<file path="config.mk">
export PLATFORM = sky130hd
export DESIGN_NAME = csr_perm_check
export DESIGN_NICKNAME = d
export VERILOG_FILES = /design/src/rtl/csr_perm_pkg.sv /design/src/rtl/csr_field_decode.sv /design/src/rtl/csr_verdict.sv /design/src/rtl/csr_priv_state.sv /design/src/rtl/csr_perm_check.sv
export SDC_FILE = /design/constraint.sdc
export NUM_CORES = 1
export LEC_CHECK = 0
export CAP_MARGIN = 10
export CORE_AREA = 2 2 39 41
export DETAILED_ROUTE_END_ITERATION = 10
export DIE_AREA = 0 0 41 43
export SLEW_MARGIN = 20
export SYNTH_ARGS = -nofsm -noshare
export SYNTH_HDL_FRONTEND = slang
export SYNTH_SLANG_ARGS = --single-unit
</file>
<file path="constraint.sdc">
create_clock -name clk -period 1.1 [get_ports clk]
set_input_delay 0.22 -clock clk [delete_from_list [all_inputs] [get_ports clk]]
set_output_delay 0.22 -clock clk [all_outputs]
set_load 0.02 [all_outputs]
</file>
<file path="src/rtl/csr_perm_pkg.sv">
// Shared types for the CSR permission checker.
// Assumes a two-bit privilege code in which a larger value means more privilege.
package csr_perm_pkg;
    typedef enum logic [1:0] {
        LVL_USER  = 2'd0,
        LVL_SUPER = 2'd1,
        LVL_RSVD  = 2'd2,
        LVL_MACH  = 2'd3
    } lvl_e;

    typedef struct packed {
        logic grant;
        logic illegal;
    } verdict_t;
endpackage

</file>
<file path="src/rtl/csr_field_decode.sv">
// Splits a CSR address into its writability field and its minimum-privilege field.
// Assumes the two fields are the top four address bits: access class above, level below.
module csr_field_decode #(
    parameter int ADDR_W = 12
) (
    input  logic [ADDR_W-1:0]       addr_i,
    output logic                    read_only_o,
    output csr_perm_pkg::lvl_e      min_lvl_o
);
    localparam int CLASS_HI = ADDR_W - 1;
    localparam int CLASS_LO = ADDR_W - 2;
    localparam int LVL_HI   = ADDR_W - 3;
    localparam int LVL_LO   = ADDR_W - 4;

    // Decode the access class and minimum level from the address.
    always_comb begin
        read_only_o = &addr_i[CLASS_HI:CLASS_LO];
        min_lvl_o   = csr_perm_pkg::lvl_e'(addr_i[LVL_HI:LVL_LO]);
    end
endmodule

</file>
<file path="src/rtl/csr_verdict.sv">
// Combinational grant/illegal decision for one CSR access.
// Assumes the caller qualifies the access with valid; the verdict is all-zero when idle.
module csr_verdict (
    input  logic                    valid_i,
    input  logic                    rd_en_i,
    input  logic                    wr_en_i,
    input  logic                    setclr_i,
    input  logic                    src_zero_i,
    input  logic                    impl_i,
    input  logic                    read_only_i,
    input  csr_perm_pkg::lvl_e      min_lvl_i,
    input  csr_perm_pkg::lvl_e      cur_lvl_i,
    output csr_perm_pkg::verdict_t  verdict_o
);
    logic access;
    logic eff_write;
    logic too_low;
    logic fault;

    // Classify the access and combine the three reasons for a fault.
    always_comb begin
        access    = valid_i && (rd_en_i || wr_en_i);
        eff_write = wr_en_i && !(setclr_i && src_zero_i);
        too_low   = cur_lvl_i < min_lvl_i;
        fault     = !impl_i || too_low || (eff_write && read_only_i);
        verdict_o.grant   = access && !fault;
        verdict_o.illegal = access && fault;
    end
endmodule

</file>
<file path="src/rtl/csr_priv_state.sv">
// Holds the hart's current privilege level and reloads it on request.
// Assumes synchronous active-low reset, which puts the hart in Machine mode.
module csr_priv_state (
    input  logic                clk,
    input  logic                rst_n,
    input  logic                load_i,
    input  logic [1:0]          next_i,
    output csr_perm_pkg::lvl_e  lvl_o
);
    // Privilege register: Machine at reset, new level when load is set.
    always_ff @(posedge clk) begin
        if (!rst_n) begin
            lvl_o <= csr_perm_pkg::LVL_MACH;
        end else if (load_i) begin
            lvl_o <= csr_perm_pkg::lvl_e'(next_i);
        end
    end
endmodule

</file>
<file path="src/rtl/csr_perm_check.sv">
// Top of the CSR permission checker: decodes the address fields, judges the access
// against the held privilege level and presents the verdict. REG_OUT = 1 registers
// the verdict for one cycle of latency; 0 presents it combinationally.
// Assumes impl_i is the lookup result for csr_addr_i in the same cycle.
module csr_perm_check #(
    parameter int ADDR_W  = 12,
    parameter bit REG_OUT = 1'b1
) (
    input  logic              clk,
    input  logic              rst_n,
    input  logic              valid_i,
    input  logic [ADDR_W-1:0] csr_addr_i,
    input  logic              rd_en_i,
    input  logic              wr_en_i,
    input  logic              setclr_i,
    input  logic              src_zero_i,
    input  logic              impl_i,
    input  logic              priv_load_i,
    input  logic [1:0]        priv_next_i,
    output logic [1:0]        cur_priv_o,
    output logic              grant_o,
    output logic              illegal_o
);
    csr_perm_pkg::lvl_e     cur_lvl;
    csr_perm_pkg::lvl_e     min_lvl;
    logic                   read_only;
    csr_perm_pkg::verdict_t verdict;

    csr_priv_state u_priv (
        .clk    (clk),
        .rst_n  (rst_n),
        .load_i (priv_load_i),
        .next_i (priv_next_i),
        .lvl_o  (cur_lvl)
    );

    csr_field_decode #(.ADDR_W(ADDR_W)) u_dec (
        .addr_i      (csr_addr_i),
        .read_only_o (read_only),
        .min_lvl_o   (min_lvl)
    );

    csr_verdict u_judge (
        .valid_i     (valid_i),
        .rd_en_i     (rd_en_i),
        .wr_en_i     (wr_en_i),
        .setclr_i    (setclr_i),
        .src_zero_i  (src_zero_i),
        .impl_i      (impl_i),
        .read_only_i (read_only),
        .min_lvl_i   (min_lvl),
        .cur_lvl_i   (cur_lvl),
        .verdict_o   (verdict)
    );

    // Expose the held level.
    always_comb cur_priv_o = cur_lvl;

    generate
        if (REG_OUT) begin : g_reg
            csr_perm_pkg::verdict_t verdict_q;
            // Pipeline register for the verdict, cleared by reset.
            always_ff @(posedge clk) begin
                if (!rst_n) verdict_q <= '0;
                else        verdict_q <= verdict;
            end
            // Drive outputs from the register.
            always_comb begin
                grant_o   = verdict_q.grant;
                illegal_o = verdict_q.illegal;
            end
        end else begin : g_comb
            // Drive outputs straight from the decision logic.
            always_comb begin
                grant_o   = verdict.grant;
                illegal_o = verdict.illegal;
            end
        end
    endgenerate
endmodule

</file>
After elaboration in Yosys (flattened, before gate mapping)
Index checks and enable logic that the tools add are counted.
{ "totals": {"regBits": 4, "input_bits": 23, "out_inout_bits": 4, "elab_cells": 17} }
{ "classes": {"magnitude_cmp": 1, "n_reduce_logical": 13} }
{ "ops": {"columns": ["cell", "count"], "rows": [
  ["1-bit logical AND", 6],
  ["1-bit zero test", 3],
  ["1-bit logical OR", 3],
  ["2-bit less-than comparator", 1],
  ["2-bit AND reduction", 1]
]} }

Depth between registers and ports, before layout
Gate-level depths: netlist (run 1).
{ "logic_depth": {"word_depth": 7, "mapped_depth": 5, "depth_no_buf": 5} }

By module
A second synthesis (run 1) with hierarchy kept.
{ "unflattened": {"cells_unflattened": 23, "area_unflattened_um2": 216.5} }
{ "by_module_without_submodules": {"columns": ["module", "n_inst", "cells_per_inst", "area_per_inst_um2", "seq_area_each_um2"], "rows": [
  ["csr_verdict", 1, 10, 75.1, 0.0],
  ["csr_priv_state", 1, 6, 67.6, 40.0],
  ["csr_perm_check", 1, 4, 52.6, 40.0],
  ["csr_field_decode", 1, 3, 21.3, 0.0]
]} }

Worst setup path after synthesis (run 1)
Ideal clock, no wire load.
{ "synth_path": {"path_kind": "reg-to-reg", "start": "reg u_priv.lvl_o[1]", "end": "reg g_reg.verdict_q, in the netlist grant_o", "setup_time_ns": 0.116, "arrival_ns": 1.053, "t_required_ns": 0.984, "setup_slack_ns": -0.069, "stages_incl_launch_ff": 5, "path_buffers": 0, "period_less_slack_ns": 1.169, "path_cell_list": "dfxtp_1 ha_1 o21ai_0 nor2_1 and3b_1"} }
{ "synth_via": {"elab_chain_len": 5} }
{ "synth_lines": {"columns": ["element", "line", "rtl"], "rows": [
  ["start: declaration", "csr_priv_state.sv:8", "output csr_perm_pkg::lvl_e lvl_o"],
  ["start signal: assignment", "csr_priv_state.sv:13", "lvl_o <= csr_perm_pkg::LVL_MACH;"],
  ["start signal: assignment", "csr_priv_state.sv:15", "lvl_o <= csr_perm_pkg::lvl_e'(next_i);"],
  ["2-bit less-than comparator", "csr_verdict.sv:24", "too_low = cur_lvl_i < min_lvl_i;"],
  ["1-bit logical OR (2 in a row)", "csr_verdict.sv:25", "fault = !impl_i || too_low || (eff_write && read_only_i);"],
  ["1-bit zero test", "csr_verdict.sv:26", "verdict_o.grant = access && !fault;"],
  ["1-bit logical AND", "csr_verdict.sv:26", null],
  ["end signal: assignment", "csr_perm_check.sv:65", "else verdict_q <= verdict;"],
  ["end: declaration", "csr_perm_check.sv:61", "csr_perm_pkg::verdict_t verdict_q;"]
]} }
Every way passes these cells.
A chain may end at the register's enable or synchronous reset.

Worst setup path after layout (run 1)
Ends and elaborated chain as after synthesis.

==> results by group, run 1 <==
Outcome
  – Status: finished clean

Critical path
  – Worst Path Arrival: approximately 1200 ps
  – CP cell instances: ha_1 -> o21ai_2 -> nor2_2 -> and3b_1
  – Critical Path Max Stage Delay: between 300 and 400 ps
  – Top delay family on crit path: flip-flops
  – Crit Path Class: reg -> reg
  – Buf/Inv on CP: 0
  – Required time of the critical path: ~1200 ps
  – Critical path endpoint category: register
  – Crit-path max FO: 3
  – Critical-path top delay cell: dfxtp_2
  – Critical Path Start Type: register

Routing
  – Detailed Routing Iterations Pass 1: 4
  – Final wirelength: 461 um
  – Routed len/inst: around 8.1 um
  – Total number of vias: about 210
  – Iter 0 DRT Violations: 3
  – Post-detailed-route DRC marker count: 0
  – Detail Route Antenna Nets: 0
  – Vias per cell: approximately 3.8

Final layout
  – Most common cell after layout, fill and taps aside: clkdlybuf4s50_1
  – Register Area: about 81 um^2
  – Most frequent cells in the layout: clkdlybuf4s50_1, nand2_1, clkbuf_4, dfxtp_1
  – Final Cell Area: 410 um^2
  – Layout cell share with drive strength beyond 1: between 20% and 30%
  – Multi-input gate area: a little under 100 um^2
  – Syn-to-layout area delta: 133%
  – FILL cells: 159
  – Final net count: 67
  – Antenna cells: 0
  – Final core utilization: slightly below 30%

Synth
  – Syn Area/Cell: 9.80 um^2
  – Cell Area, Synth: around 180 um^2
  – Syn Nets: 42
  – Synth top area share: between 40% and 50%
  – Yosys cell types: 12
  – Area contributors post-synth: dfxtp_1, mux2i_1, ha_1
  – Cell taking the most area after synthesis: dfxtp_1
  – Sequential area share after synthesis: 45.4%
  – Register bit total from synthesis: 4
  – Gate count after technology mapping: 18
  – Yosys warns: 0

STA
  – Setup TNS: 0 ps
  – Tightest Pin Transition: 204 ps
  – Endpoints failing hold: 0
  – Slew HR: around 86%
  – Crit path time final: 1090 ps
  – Hold slack: around 510 ps
  – Tcrit/Tclk final: between 90% and 100%
  – Unrepaired setup endpoints after global routing: yes
  – Final Slew Violations: 0
  – Final setup violating endpoints: 0
  – Worst Skew: 2.35 ps
  – Max Clk Rate: roughly 920 MHz

GRT
  – Initial antenna violation count: 0
  – GRT Util Overall: under 10%
  – First-pass GRT wire length: slightly below 600 um
  – Vias in the first global route: 179
  – Grt ovf: 0
  – Largest net degree at the start of global routing: 4

CTS
  – Htree depth: 1
  – Clk Latency, worst-skew pair: 230 ps
  – Clock Path Buffers: 2
  – CTS sink count: 4
  – TritonCTS clock tree: yes
  – Clk slew on worst S/H paths: 30 ps
  – Cts bufs inserted: 3
  – Root Driver: clkbuf_4

Placement
  – Port Buf Inserts: 18
  – DP Area: between 300 and 400 um^2
  – GPL Wtd Cong: ~0.55

Die
  – Initial core utilization: between 10% and 20%
  – Ports: 27
  – Core area: 1380 um^2
  – Die Ht: about 43 um
  – Row cnt: 14
  – Die area: between 1500 and 2000 um^2
  – DIE WIDTH: around 41 um

Hold path
  – Min-Delay Path Class: reg -> reg

Power
  – Pwr Density: between 1000 and 1500 nW/um^2
  – Total Power: between 0.0004 and 0.0005 W
  – Max VDD drop: 385 uV
  – LEAKAGE: approximately 0.18 nW

Job
  – Max Cap Viol: 0
[per-stage QoR]
stage | std cells | worst slack [ps]
2_1_floorplan | 18 | 22.3
3_3_place_gp | 54 | -384
3_5_place_dp | 54 | -383
4_1_cts | 57 | 4.75
5_1_grt | 57 | -44.7
6_report | 57 | 14.4
[report_power, final]
group | leakage [nW] | internal [W] | switching (W)
sequential | 0.0326 | 0.000154 | 0.00000380
combinational | 0.130 | 0.0000682 | 0.0000363
clock | 0.0138 | 0.000121 | 0.0000501
total | 0.176 | 0.000344 | 0.0000902
[cell families (layout without fill, tap and decap cells)]
family	Yosys count	in the layout	share of synthesized area [%]
flip-flops	4	4	45.4
AND/OR/NAND/NOR	7	7	24.1
adder cells (fa/ha/maj)	1	1	7.09
AO/OA/AOI/OAI	3	3	9.93
multiplexers	2	2	11.3
buffers and inverters	1	24	2.13
[registers in the layout (all words and copies together), names as in the netlist]
signal	cells
grant_o	1
illegal_o	1
u_priv.lvl_o	2
[final timing paths]
check | from | endpoint | slack [ps] | cells past startpoint
worst max-delay path | u_priv.lvl_o[1] | grant_o | 10 | 4
worst min-delay path | u_priv.lvl_o[1] | u_priv.lvl_o[1] | 510 | 2
worst max register to register | u_priv.lvl_o[1] | grant_o | 10 | 4
worst min register to register | u_priv.lvl_o[1] | u_priv.lvl_o[1] | 510 | 2
[repair_timing]
action / 4_1_cts / 5_1_grt
setup buffers: 0 / 0
setup endpoints to repair: 6 / 5
hold buffers: 0 / 0
pin swaps: 4 / 0
resized for setup: 8 / 6
[synthesized netlist by cell type]
master    n
inv_1     1
o211ai_1  1
nand2_1   3
nor2_1    1
a21oi_1   1
nor3b_2   1
ha_1      1
and3b_1   1
mux2i_1   2
nand4_1   1
o21ai_0   1
dfxtp_1   4
[per-layer routing]
| metal | routed length (um) | up-vias | global-route usage [%] |
|---|---|---|---|
| met5 | 0 | - | 0 |
| met4 | 0 | 0 | 10.0 |
| met3 | 70 | 0 | 3.14 |
| met2 | 203 | 16 | 6.88 |
| met1 | 187 | 84 | 4.84 |
| li1 | - | 114 | - |
[layout make-up]
class / instances / area share [%]
clock buffers: 3 / 5.49
repair buffers: 20 / 44.8
multi-input cells: 13 / 24.1
inverters: 1 / 0.915
well taps: 16 / 4.88
flip-flops and latches: 4 / 19.8
[worst min-delay path: stages (launching register included)]
cell     delay (ps)
dfxtp_2         340
mux2i_1          80
nand2_1          60
No activity file was read; power rests on OpenSTA's default activity.
==> run 2, diff against run 1 <==
--- a/config.mk
+++ b/config.mk
@@ -9,6 +9,7 @@
 export CORE_AREA = 2 2 39 41
 export DETAILED_ROUTE_END_ITERATION = 10
 export DIE_AREA = 0 0 41 43
+export PLACE_DENSITY = 0.49
 export SLEW_MARGIN = 20
 export SYNTH_ARGS = -nofsm -noshare
 export SYNTH_HDL_FRONTEND = slang
==> results by group, run 2 (synthesis results as in run 1) <==
CTS
  – Clk slew on worst S/H paths: roughly 40 ps
  – Post-CTS Hold Fix Bufs: 0
  – Cts bufs inserted: 3
  – Clock Path Buffers: 2
  – Postcts setup bufs: 0
  – CTS sink count: 4
  – TritonCTS clock tree: yes
  – Clk Latency, worst-skew pair: around 230 ps
  – Root Driver: clkbuf_4
  – Htree depth: 1

GRT
  – Vias in the first global route: 218
  – GRT Util Overall: around 6.3%
  – Initial antenna violation count: 0
  – First-pass GRT wire length: around 700 um
  – Grt ovf: 0
  – Largest net degree at the start of global routing: 4

Die
  – Row cnt: 14
  – Core area: between 1000 and 1500 um^2
  – Die Ht: approximately 43 um
  – Initial core utilization: 12.7%
  – Ports: 27
  – Die area: 1760 um^2
  – DIE WIDTH: approximately 41 um

Critical path
  – Worst Path Arrival: ~850 ps
  – Critical Path Max Stage Delay: 320 ps
  – Critical Path Start Type: register
  – Buf/Inv on CP: 1
  – Critical path endpoint category: output pin
  – Crit-path max FO: 1
  – Top delay family on crit path: buffers and inverters
  – Stages on the worst setup path: 1
  – CP cell instances: dlygate4sd2_1
  – Crit Path Class: reg -> out
  – Worst r2r path cells: 4
  – Required time of the critical path: 880 ps
  – Critical-path top delay cell: dlygate4sd2_1

STA
  – Tightest Pin Transition: approximately 210 ps
  – Unrepaired setup endpoints after global routing: no
  – Crit path time final: 1070 ps
  – Setup TNS: 0 ps
  – Worst Skew: around 0.14 ps
  – Endpoints failing hold: 0
  – Max Clk Rate: about 940 MHz
  – Final Slew Violations: 0
  – Slew HR: 86.1%
  – Tcrit/Tclk final: around 97%
  – Final setup violating endpoints: 0

Power
  – Comb pwr share: 22.9%
  – Switch Pwr: 0.0000938 W
  – Flop pwr share: between 30% and 40%
  – Switching Share: a little over a fifth
  – Clock network fraction of total power: between 40% and 50%
  – Int Power: about 0.00034 W
  – Pwr Density: 1090 nW/um^2
  – Total Power: between 0.0004 and 0.0005 W
  – LEAKAGE: approximately 0.18 nW
  – Max VDD drop: roughly 350 uV

Final layout
  – Layout Cells excl Fill: 57
  – Final core utilization: ~29%
  – Max reg flops: 2
  – Layout cell share with drive strength beyond 1: between 20% and 30%
  – Most common cell after layout, fill and taps aside: clkdlybuf4s50_1
  – Largest Register: u_priv.lvl_o
  – Antenna cells: 0
  – Final Cell Area: 400 um^2
  – Final net count: 67
  – Most frequent cells in the layout: clkdlybuf4s50_1, nand2_1, clkbuf_4, dfxtp_1, clkbuf_2
  – FILL cells: between 150 and 200
  – Syn-to-layout area delta: 127%

Placement
  – DP Area: between 300 and 400 um^2
  – GPL Wtd Cong: approximately 0.57
  – Port Buf Inserts: 18
  – # placed instances: 54

Outcome
  – Status: finished clean

Routing
  – Detail Route Antenna Nets: 0
  – Total number of vias: roughly 220
  – Vias per cell: approximately 3.8
  – Final wirelength: 482 um
  – Iter 0 DRT Violations: 3
  – Post-detailed-route DRC marker count: 0
  – Detailed Routing Iterations Pass 1: 4
  – Routed len/inst: between 8 and 9 um

Hold path
  – Min-Delay Path Class: reg -> reg
  – Hold Path Cell Cnt: 2

Job
  – Max Cap Viol: 0
[run 2: cell types whose count changed in the layout (fill, tap and decap cells not counted), sizes merged]
cell           change
clkbuf             +1
dlygate4sd2        +1
clkdlybuf4s15      -2
[run 2: timing repair]
| item | in CTS | in global routing |
|---|---|---|
| endpoints found under the setup margin | 6 | 4 |
| pin swaps | 4 | 1 |
| gates resized for setup | 8 | 5 |
| hold endpoints to repair | 0 | 0 |
[run 2: power by group through the flow]
stage | Clock (W) | Sequential, W | Combinational (W)
after global routing | 0.000194 | 0.000159 | 0.000108
after detailed placement | 0 | 0.000160 | 0.000107
after global placement | 0 | 0.000160 | 0.000105
after CTS | 0.000187 | 0.000158 | 0.000103
final | 0.000178 | 0.000157 | 0.0000997
after floorplan | 0 | 0.000170 | 0.0000202
[run 2: area by class of cell]
cell class	count	area, um^2	area share [%]
clock buffers	3	22.5	5.62
inverters	1	3.75	0.938
multi-input cells	13	95.1	23.8
flip-flops and latches	4	81.3	20.3
well taps	16	20.0	5.00
repair buffers	20	178	44.4
[run 2: path summary, 6_finish.rpt]
kind / from / to / slack, ps
setup / recovery: grant_o / grant_o / 30
setup reg to reg: u_priv.lvl_o[1] / grant_o / 50
hold reg to reg: u_priv.lvl_o[1] / u_priv.lvl_o[1] / 490
hold / removal: u_priv.lvl_o[1] / u_priv.lvl_o[1] / 490
[run 2: stage by stage]
stage	setup slack, ps	hold slack (ps)
4_1_cts	0.200	493
3_5_place_dp	-371	472
3_3_place_gp	-370	470
2_1_floorplan	22.3	282
5_1_grt	6.10	555
6_report	32.6	489
[run 2: metal layers]
metal / part of all wire (%) / global-route usage (%) / vias up / routed length [um]
li1: - / - / 110 / -
met1: 38 / 6.15 / 88 / 183
met2: 44 / 9.06 / 18 / 213
met3: 18 / 4.71 / 0 / 85
met4: 0 / 4.00 / 0 / 0
met5: 0 / 0 / - / 0
==> run 3, diff against run 2 <==
--- a/config.mk
+++ b/config.mk
@@ -9,7 +9,7 @@
 export CORE_AREA = 2 2 39 41
 export DETAILED_ROUTE_END_ITERATION = 10
 export DIE_AREA = 0 0 41 43
-export PLACE_DENSITY = 0.49
+export PLACE_DENSITY_LB_ADDON = 0.08
 export SLEW_MARGIN = 20
 export SYNTH_ARGS = -nofsm -noshare
 export SYNTH_HDL_FRONTEND = slang
==> results by group, run 3 (synthesis results as in run 1) <==
CTS
  – Cts bufs inserted: 3
  – Clk Latency, worst-skew pair: around 230 ps
  – Htree depth: 1
  – Post-CTS Hold Fix Bufs: 0
  – Root Driver: clkbuf_4
  – TritonCTS clock tree: yes
  – CTS sink count: 4
  – Clock Path Buffers: 2
  – Clk slew on worst S/H paths: ~40 ps

Critical path
  – Buf/Inv on CP: 1
  – Required time of the critical path: about 880 ps
  – Stages on the worst setup path: 1
  – Critical-path top delay cell: dfxtp_2
  – Crit Path Class: reg -> out
  – Critical Path Max Stage Delay: 340 ps
  – Top delay family on crit path: flip-flops
  – Worst Path Arrival: between 800 and 900 ps
  – Worst r2r path cells: 4
  – CP cell instances: clkdlybuf4s15_2
  – Critical path endpoint category: output pin
  – Crit-path max FO: 3
  – Critical Path Start Type: register

Placement
  – GPL Wtd Cong: between 0.5 and 0.6
  – Setup WS pre-CTS: -404 ps
  – Port Buf Inserts: 18

Power
  – LEAKAGE: roughly 0.18 nW
  – Max VDD drop: between 500 and 600 uV
  – Total Power: between 0.0004 and 0.0005 W
  – Pwr Density: roughly 1100 nW/um^2

Routing
  – Post-detailed-route DRC marker count: 0
  – Routed len/inst: about 9.2 um
  – Detailed Routing Iterations Pass 1: 2
  – Detail Route Antenna Nets: 0
  – Vias per cell: 3.70
  – Total number of vias: between 200 and 250
  – Iter 0 DRT Violations: 1
  – Final wirelength: 525 um

Final layout
  – Largest Register: u_priv.lvl_o
  – Antenna cells: 0
  – Final net count: between 60 and 70
  – Most frequent cells in the layout: clkdlybuf4s50_1, nand2_1, clkbuf_4, dfxtp_1
  – FILL cells: roughly 160
  – Max reg flops: 2
  – Final core utilization: 29.3%
  – Most common cell after layout, fill and taps aside: clkdlybuf4s50_1
  – Syn-to-layout area delta: 130%
  – Layout cell share with drive strength beyond 1: 24.4%

GRT
  – GRT busiest layer: met3
  – GRT Util Overall: between 7 and 8%
  – Grt ovf: 0
  – Met2 usage: a little under a tenth
  – M3 GR Usage: under 10%
  – GR Layer Usage met1: 6.73%
  – Largest net degree at the start of global routing: 4
  – Initial antenna violation count: 0
  – First-pass GRT wire length: approximately 760 um
  – Vias in the first global route: approximately 190

STA
  – Final Slew Violations: 0
  – Setup TNS: 0 ps
  – Max Clk Rate: 958 MHz
  – Tightest Pin Transition: 205 ps
  – Slack of the critical path: about 56 ps
  – Tcrit/Tclk final: a little over nine tenths
  – Worst Skew: approximately 3.3 ps
  – Unrepaired setup endpoints after global routing: no
  – Slew HR: 86.4%
  – Final setup violating endpoints: 0
  – Crit path time final: 1040 ps
  – Endpoints failing hold: 0

Job
  – Max Cap Viol: 0

Die
  – Initial core utilization: between 10% and 20%
  – Row cnt: 14
  – Die Ht: approximately 43 um
  – Die area: between 1500 and 2000 um^2
  – Core area: roughly 1400 um^2
  – Ports: 27
  – DIE WIDTH: 41 um

Hold path
  – Hold Path Cell Cnt: 2
  – Min-Delay Path Class: reg -> reg

Outcome
  – Status: finished clean
-- run 3: area by class of cell --
| cell class | instances | area, um^2 | share of cell area (%) |
|---|---|---|---|
| multi-input combinational | 13 | 92.6 | 22.8 |
| inverter | 1 | 3.75 | 0.926 |
| timing repair buffer | 20 | 185 | 45.7 |
| tap | 16 | 20.0 | 4.94 |
| sequential | 4 | 81.3 | 20.1 |
| clock buffer | 3 | 22.5 | 5.56 |
-- run 3: report_power, final --
part           switching, W  total [W]  leakage, nW  internal (W)
clock network     0.0000612   0.000183       0.0138      0.000122
registers        0.00000372   0.000158       0.0326      0.000154
logic             0.0000335   0.000100        0.130     0.0000668
-- run 3: path summary, 6_finish.rpt --
path,startpoint,to,slack (ps)
worst max-delay path,u_priv.lvl_o[1],cur_priv_o[1],60
worst min-delay path,u_priv.lvl_o[1],u_priv.lvl_o[1],490
worst max register to register,u_priv.lvl_o[1],grant_o,70
worst min register to register,u_priv.lvl_o[1],u_priv.lvl_o[1],490
-- run 3: repair_timing --
action | in CTS | in global routing
pin swaps | 2 | 0
gates cloned | 0 | 0
setup buffers | 0 | 0
endpoints found under the setup margin | 6 | 3
gates resized for setup | 10 | 3
-- run 3: metrics by stage --
| step | instance area, um^2 | hold slack [ps] | cells |
|---|---|---|---|
| final | 405 | 491 | 57 |
| after global routing | 405 | 519 | 57 |
| after CTS | 414 | 504 | 57 |
| after detailed placement | 393 | 494 | 54 |
| after global placement | 393 | 479 | 54 |
| after floorplan | 178 | 282 | 18 |
-- run 3: per-layer routing --
layer	wire length, um	vias to the layer above
met5	0	-
met4	0	0
met3	75	0
met2	218	15
met1	231	86
li1	-	110
